## src/rtl/ubc_pkg.sv

```systemverilog
package ubc_pkg;
  typedef enum logic {
    SUB_FIRST  = 1'b0,
    SUB_SECOND = 1'b1
  } sub_e;
endpackage

```

## src/rtl/ubc_frame_ctl.sv

```systemverilog
module ubc_frame_ctl
  import ubc_pkg::*;
(
  input  logic clk,
  input  logic rst,
  input  logic strobe,
  input  logic is_second,
  input  logic blk_mark,
  input  logic sel_in,
  output logic boundary,
  output logic capture,
  output logic synced
);
  sub_e act_sel;
  sub_e sel_now;
  logic sync_now;

  always_comb begin
    boundary = strobe & blk_mark & ~is_second;
    sel_now  = boundary ? sub_e'(sel_in) : act_sel;
    sync_now = synced | boundary;
    capture  = strobe & sync_now & (sub_e'(is_second) == sel_now);
  end

  always_ff @(posedge clk) begin
    if (rst) begin
      act_sel <= SUB_FIRST;
      synced  <= 1'b0;
    end else if (boundary) begin
      act_sel <= sub_e'(sel_in);
      synced  <= 1'b1;
    end
  end
endmodule

```

## src/rtl/ubc_shadow.sv

```systemverilog
module ubc_shadow #(
  parameter int BLOCK_LEN = 192,
  parameter int CNT_W     = $clog2(BLOCK_LEN + 2)
) (
  input  logic                 clk,
  input  logic                 rst,
  input  logic                 boundary,
  input  logic                 capture,
  input  logic                 bit_in,
  output logic [BLOCK_LEN-1:0] shadow,
  output logic [CNT_W-1:0]     count
);
  localparam logic [CNT_W-1:0] SAT = CNT_W'(BLOCK_LEN + 1);

  always_ff @(posedge clk) begin
    if (rst) begin
      count  <= '0;
      shadow <= '0;
    end else begin
      if (boundary)
        count <= {{(CNT_W-1){1'b0}}, capture};
      else if (capture && count != SAT)
        count <= count + 1'b1;
      if (capture)
        shadow <= {bit_in, shadow[BLOCK_LEN-1:1]};
    end
  end
endmodule

```

## src/rtl/ubc_publish.sv

```systemverilog
module ubc_publish #(
  parameter int BLOCK_LEN = 192,
  parameter int CNT_W     = $clog2(BLOCK_LEN + 2)
) (
  input  logic                 clk,
  input  logic                 rst,
  input  logic                 boundary,
  input  logic                 synced,
  input  logic [CNT_W-1:0]     count,
  input  logic [BLOCK_LEN-1:0] shadow,
  output logic [BLOCK_LEN-1:0] user_bits,
  output logic                 blk_done,
  output logic                 seq_err
);
  localparam logic [CNT_W-1:0] FULL = CNT_W'(BLOCK_LEN);
  logic full;

  assign full = (count == FULL);

  always_ff @(posedge clk) begin
    if (rst) begin
      user_bits <= '0;
      blk_done  <= 1'b0;
      seq_err   <= 1'b0;
    end else begin
      blk_done <= 1'b0;
      if (boundary && synced) begin
        if (full) begin
          user_bits <= shadow;
          blk_done  <= 1'b1;
        end else begin
          seq_err <= 1'b1;
        end
      end
    end
  end
endmodule

```

## src/rtl/user_bit_capture.sv

```systemverilog
module user_bit_capture #(
  parameter int BLOCK_LEN = 192
) (
  input  logic                 clk,
  input  logic                 rst,
  input  logic                 sf_valid,
  input  logic                 sf_user,
  input  logic                 sf_second,
  input  logic                 sf_blkstart,
  input  logic                 sel_second,
  output logic [BLOCK_LEN-1:0] user_bits,
  output logic                 blk_done,
  output logic                 seq_err
);
  localparam int CNT_W = $clog2(BLOCK_LEN + 2);

  logic                 boundary;
  logic                 capture;
  logic                 synced;
  logic [BLOCK_LEN-1:0] shadow;
  logic [CNT_W-1:0]     count;

  ubc_frame_ctl u_ctl (
    .clk       (clk),
    .rst       (rst),
    .strobe    (sf_valid),
    .is_second (sf_second),
    .blk_mark  (sf_blkstart),
    .sel_in    (sel_second),
    .boundary  (boundary),
    .capture   (capture),
    .synced    (synced)
  );

  ubc_shadow #(.BLOCK_LEN(BLOCK_LEN), .CNT_W(CNT_W)) u_shadow (
    .clk      (clk),
    .rst      (rst),
    .boundary (boundary),
    .capture  (capture),
    .bit_in   (sf_user),
    .shadow   (shadow),
    .count    (count)
  );

  ubc_publish #(.BLOCK_LEN(BLOCK_LEN), .CNT_W(CNT_W)) u_pub (
    .clk       (clk),
    .rst       (rst),
    .boundary  (boundary),
    .synced    (synced),
    .count     (count),
    .shadow    (shadow),
    .user_bits (user_bits),
    .blk_done  (blk_done),
    .seq_err   (seq_err)
  );
endmodule

```

## config.mk

```make
export PLATFORM = sky130hd
export DESIGN_NAME = user_bit_capture
export DESIGN_NICKNAME = d
export VERILOG_FILES = /design/src/rtl/ubc_pkg.sv /design/src/rtl/ubc_frame_ctl.sv /design/src/rtl/ubc_shadow.sv /design/src/rtl/ubc_publish.sv /design/src/rtl/user_bit_capture.sv
export SDC_FILE = /design/constraint.sdc
export NUM_CORES = 1
export LEC_CHECK = 0
export ABC_AREA = 1
export BUFFER_PORTS_ARGS = -buffer_cell sky130_fd_sc_hd__buf_4
export CORE_ASPECT_RATIO = 0.6
export CORE_UTILIZATION = 25
export CTS_BUF_LIST = sky130_fd_sc_hd__clkbuf_4 sky130_fd_sc_hd__clkbuf_8
export CTS_CLUSTER_SIZE = 8
export DETAILED_ROUTE_END_ITERATION = 8
export GPL_ROUTABILITY_DRIVEN = 0
export PLACE_DENSITY = 0.44
export SETUP_SLACK_MARGIN = 0.4
export SLEW_MARGIN = 10
export SYNTH_ARGS = -nofsm -noshare
export SYNTH_HDL_FRONTEND = slang
export SYNTH_SLANG_ARGS = --single-unit
```

## constraint.sdc

```tcl
create_clock -name clk -period 3.47 [get_ports clk]
set_clock_uncertainty 0.2 [all_clocks]
set_input_delay 0.1735 -clock clk [delete_from_list [all_inputs] [get_ports clk]]
set_output_delay 0.1735 -clock clk [all_outputs]
set_load 0.01 [all_outputs]
```

# Word level (Yosys, flattened, before mapping)

Cells that the tools add are included.

Input port bits: 7
Output and inout bits: 194
Flip-flop bits (word level): 396
Word-level logic and storage cells: 31

Mux-type cells: 4
Bitwise gates (word level): 8
Equality and inequality tests: 3
Add/subtract/negate cells: 1
Reductions and logical operators: 7

Operators by type and width:

| kind                | number |
|---|---|
| $add 8x1->8 const B | 1 |
| $eq 8x8->1 const B  | 1 |
| $ne 8x8->1 const B  | 1 |
| $and 1x1->1         | 4 |
| $mux 1              | 4 |
| $reduce_and 2->1    | 2 |
| $reduce_or 2->1     | 2 |
| $not 1->1           | 3 |
| $logic_and 1x1->1   | 2 |
| $reduce_bool 2->1   | 1 |
| $eq 1x1->1          | 1 |
| $or 1x1->1          | 1 |

# Depth between registers and ports, before layout

Word-level depth: 8
Mapped depth: 10
Mapped depth without buffers: 9

# By module

A second synthesis with hierarchy kept.

Cells, all modules: 2213
Area total of the unflattened synthesis: 16002.8 sq um

Modules (own cells, without submodules):

| module        | cells an instance | times used | sequential area each (sq um) | area each (sq um) |
|---|---|---|---|---|
| ubc_publish   | 1277              | 1          | 3883.7                       | 8735.9 |
| ubc_shadow    | 917               | 1          | 4003.8                       | 7156.9 |
| ubc_frame_ctl | 19                | 1          | 40.0                         | 110.1 |

# Worst setup path before layout

No wires, ideal clock.

Path kind: reg2reg
From: reg u_shadow.count[2]
To: reg u_pub.user_bits[177]
Data required time: 3154 ps
Arrival: 1327 ps
Buffers on the path: 2
Clock period less this slack: 1643 ps
Stages on the path, launching flop included: 9
Library setup time: 116 ps
Slack: 1827 ps
Cells stage by stage: dfxtp_1 or2_1 nand3b_4 inv_2 nand2_2 buf_2 buf_2 o21ai_0 nor2_1

Word-level cells in the longest chain between the ends: 2

Ends and longest elaborated chain:

| what                              | line              | text |
|---|---|---|
| from (decl)                       | ubc_shadow.sv:11  | `output logic [CNT_W-1:0] count` |
| from (signal assigned)            | ubc_shadow.sv:21  | `count <= {{(CNT_W-1){1'b0}}, capture};` |
| from (signal assigned)            | ubc_shadow.sv:23  | `count <= count + 1'b1;` |
| $eq 8x8->1                        | ubc_publish.sv:18 | `assign full = (count == FULL);` |
| $reduce_and 2->1 (no source line) | --                |  |
| to (signal assigned)              | ubc_publish.sv:29 | `user_bits <= shadow;` |
| to (decl)                         | ubc_publish.sv:11 | `output logic [BLOCK_LEN-1:0] user_bits,` |

No other way between the ends.
A chain may end at the register's enable or synchronous reset.

# Worst setup path in the final report

From: in sf_second
To: reg u_pub.user_bits[110]

Word-level cells in the longest chain between the ends: 4

Ends and longest elaborated chain:

| what                              | line                  | text |
|---|---|---|
| from (decl)                       | user_bit_capture.sv:8 | `input logic sf_second,` |
| $not 1->1                         | ubc_frame_ctl.sv:19   | `boundary = strobe & blk_mark & ~is_second;` |
| $and 1x1->1                       | ubc_frame_ctl.sv:19   |  |
| $logic_and 1x1->1                 | ubc_publish.sv:27     | `if (boundary && synced) begin` |
| $reduce_and 2->1 (no source line) | --                    |  |

No other way between the ends.

==> impl_metrics.py <==
metrics = {
    "outcome": {
        "status": "complete, no violations",
    },
    "pwr": {
        "p_int_uw": 7320,
        "p_seq_share_pct": 49.7,
        "sw_frac_of_total_pct": 23.7,
        "switching_power_uw": 2280,
        "total_power_uw": 9610,
        "p_leak_uw": 0.00688,
        "p_clk_share_pct": 45.4,
        "comb_power_share_pct": 4.9,
        "p_per_area_nw_per_um2": 550,
        "vdd_ir_drop_max_mv": 0.193,
    },
    "placement": {
        "dpl.hpwl_um": 22800,
        "detailed_place.area_sq_um": 15900,
        "port_buffers": 200,
        "dp_cells": 2610,
    },
    "synthesis": {
        "async_flop_share_pct": 0,
        "synth_compound_area_share_pct": 14.2,
        "synthCells": 1771,
        "synth_edf_count": 0,
        "avgSynthCellArea_sq_um": 7.91,
        "synth-simple-area-share_pct": 22.9,
        "ys.warnings.count": 0,
        "synthAdderAreaFrac_pct": 0.268,
        "syn-num-nets": 1781,
        "synth.largest_area_cell": "dfxtp_1",
        "synthMuxAreaShare_pct": 0,
        "ys.flop_type": "dfxtp_1",
        "synth_area_leaders": "dfxtp_1 (57%), nor2_1 (21%), o21ai_1 (12%), buf_6 (1.7%), o21ai_0 (1.5%)",
        "ys_top_cells_by_count": "nor2_1 (783), dfxtp_1 (396), o21ai_1 (344), clkbuf_1 (45), o21ai_0 (43)",
        "syn_area_sq_um": 14000,
        "synth_most_common_cell": "nor2_1",
        "synth_top_family_by_area": "simple AND/OR/NAND/NOR gates",
        "synth-xor-area-share_pct": 0.188,
        "ys_seq_area_share_pct": 56.6,
        "synthDominantCellAreaShare_pct": 56.6,
        "ys_ff_latch": 396,
        "synth.distinct_cells": 27,
    },
    "sta": {
        "rsz0062_at_grt": "no",
        "finalSetupViolCount": 0,
        "timing.hold.ws_ns": 0.210,
        "period_needed_ns": 2.82,
        "fin_crit_sh_pct": 81.4,
        "drv_slew": 0,
        "hold_violations": 0,
        "finalSetupTns_ns": 0,
        "relSlewSlack_pct": 34.9,
        "tightest_slew_ns": 0.977,
        "fmax_mhz": 354,
    },
    "detailed_routing": {
        "wl_per_cell_um": 13.8,
        "met1_length_um": 19000,
        "vias": 11600,
        "highest_layer": "met4",
        "routed_wl_um": 37700,
        "first_pass_iters": 5,
        "via_per_inst": 4.23,
        "drc": 0,
        "wl_met3_um": 1320,
        "wl_met2_um": 16700,
        "drtIter0Drc": 623,
        "ant_nets": 0,
    },
    "worst_setup_path": {
        "start_kind": "primary input",
        "path_max_fanout": 60,
        "crit_arrival_ns": 3.15,
        "end_kind": "flop",
        "crit_required_ns": 3.80,
        "critPathKind": "in2reg",
    },
    "clock_tree": {
        "clock_path_buffers": 3,
        "htree_num_levels": 3,
        "path_clk_slew_ns": 0.06,
        "numCtsBuffers": 68,
        "cts_tree": "yes",
        "cts-root-buf": "clkbuf_8",
        "clk_latency_ns": 0.60,
        "cts_sinks": 396,
    },
    "floorplan": {
        "ios": 201,
        "start_util_pct": 25.6,
        "num_rows": 66,
        "dieHeight_um": 185,
        "die_area_sq_um": 57000,
        "die_x_um": 308,
        "core_sq_um": 54800,
    },
    "final_layout": {
        "diodes": 0,
        "nets": 1953,
        "final_layout_size_suffix_gt1_share_pct": 17.3,
        "final_area_sq_um": 17500,
        "instances_no_fill": 2735,
        "syn_to_final_growth_pct": 24.6,
    },
    "grt": {
        "antenna_found_initial": 0,
        "grt_first_pass_wirelength_um": 60600,
        "grt_overflow_total": 0,
        "grt_max_degree": 139,
        "grt_usage_pct": 13.2,
        "grt_pass1_vias": 11300,
    },
    "run": {
        "maxCapViolCount": 0,
    },
    "worst_hold_path": {
        "worstHoldPathType": "in2reg",
    },
}
## logic make-up (layout without fill, tap and decap cells)
family / Yosys count / after routing
compound gates: 396 / 396
fa+ha+maj: 3 / 3
simple gates: 829 / 829
xor+xnor: 3 / 3
flops: 396 / 396
buf+inv: 144 / 360
## power groups by stage
stage	Clock (uW)	Combinational, uW	Sequential, uW
finish	4360	473	4770
global route	4780	554	4790
CTS	4560	481	4770
detailed placement	0	469	4870
global placement	0	464	4870
floorplan	0	382	4840
## registers in the layout (all words and copies together), names as in the netlist
name,flops
u_pub.seq_err,1
u_ctl.act_sel,1
u_ctl.synced,1
u_pub.blk_done,1
u_shadow.count,8
u_shadow.shadow,192
u_pub.user_bits,192
## area by class of cell
cell class,instances,area [sq um]
Fill cell,5908,37300
Sequential cell,396,7930
Multi-Input combinational cell,1231,5280
Timing Repair Buffer,228,1830
Clock buffer,105,1310
Tap cell,748,936
Inverter,18,87.6
Clock inverter,9,82.6
## stage by stage
| step | worst slack [ns] | util [%] |
|---|---|---|
| finish | 0.646 | 31.9 |
| floorplan | 1.83 | - |
| detailed placement | 1.03 | 29.1 |
| CTS | 0.558 | 31.9 |
| global placement | 1.06 | 29.1 |
| global route | 0.411 | 31.9 |
## metal layers
layer	global-route usage, %	up-vias
li1	-	6052
met5	0	-
met3	2.91	58
met1	18.0	5300
met4	4.32	0
met2	20.4	151
## worst max-delay path, stage by stage
cell	delay, ns
dlygate4sd3_1	0.53
buf_4	0.14
inv_2	0.09
nand3_2	0.09
dlygate4sd3_1	0.61
nor2_1	0.33
nand2_8	0.18
inv_8	0.33
buf_4	0.38
nor2_1	0.08
nor2_1	0.10
## path summary, 6_finish.rpt
| path | startpoint | to | slack [ns] | cells past startpoint |
|---|---|---|---|---|
| hold reg to reg | u_pub.user_bits[87] | u_pub.user_bits[87] | 0.29 | 2 |
| hold / removal | rst | u_ctl.act_sel | 0.21 | 3 |
| setup reg to reg | u_shadow.count[0] | u_pub.user_bits[41] | 1.11 | 8 |
| setup / recovery | sf_second | u_pub.user_bits[110] | 0.65 | 11 |
## cells in the final DEF (no fill, tap or decap), types with 11 or more instances in the layout
cell type	n
buf_4	210
clkbuf_4	21
clkbuf_8	84
dfxtp_1	396
dlygate4sd3_1	11
inv_1	13
nand2_1	25
nor2_1	783
o21ai_0	43
o21ai_1	344
## repair_timing
item                                    CTS  global route
endpoints found under the setup margin    0            31
resized for setup                         0             1
setup buffers                             0             0
hold endpoints to repair                 21             0
hold buffers                             11             0
Power figures use the tool's default switching activity.
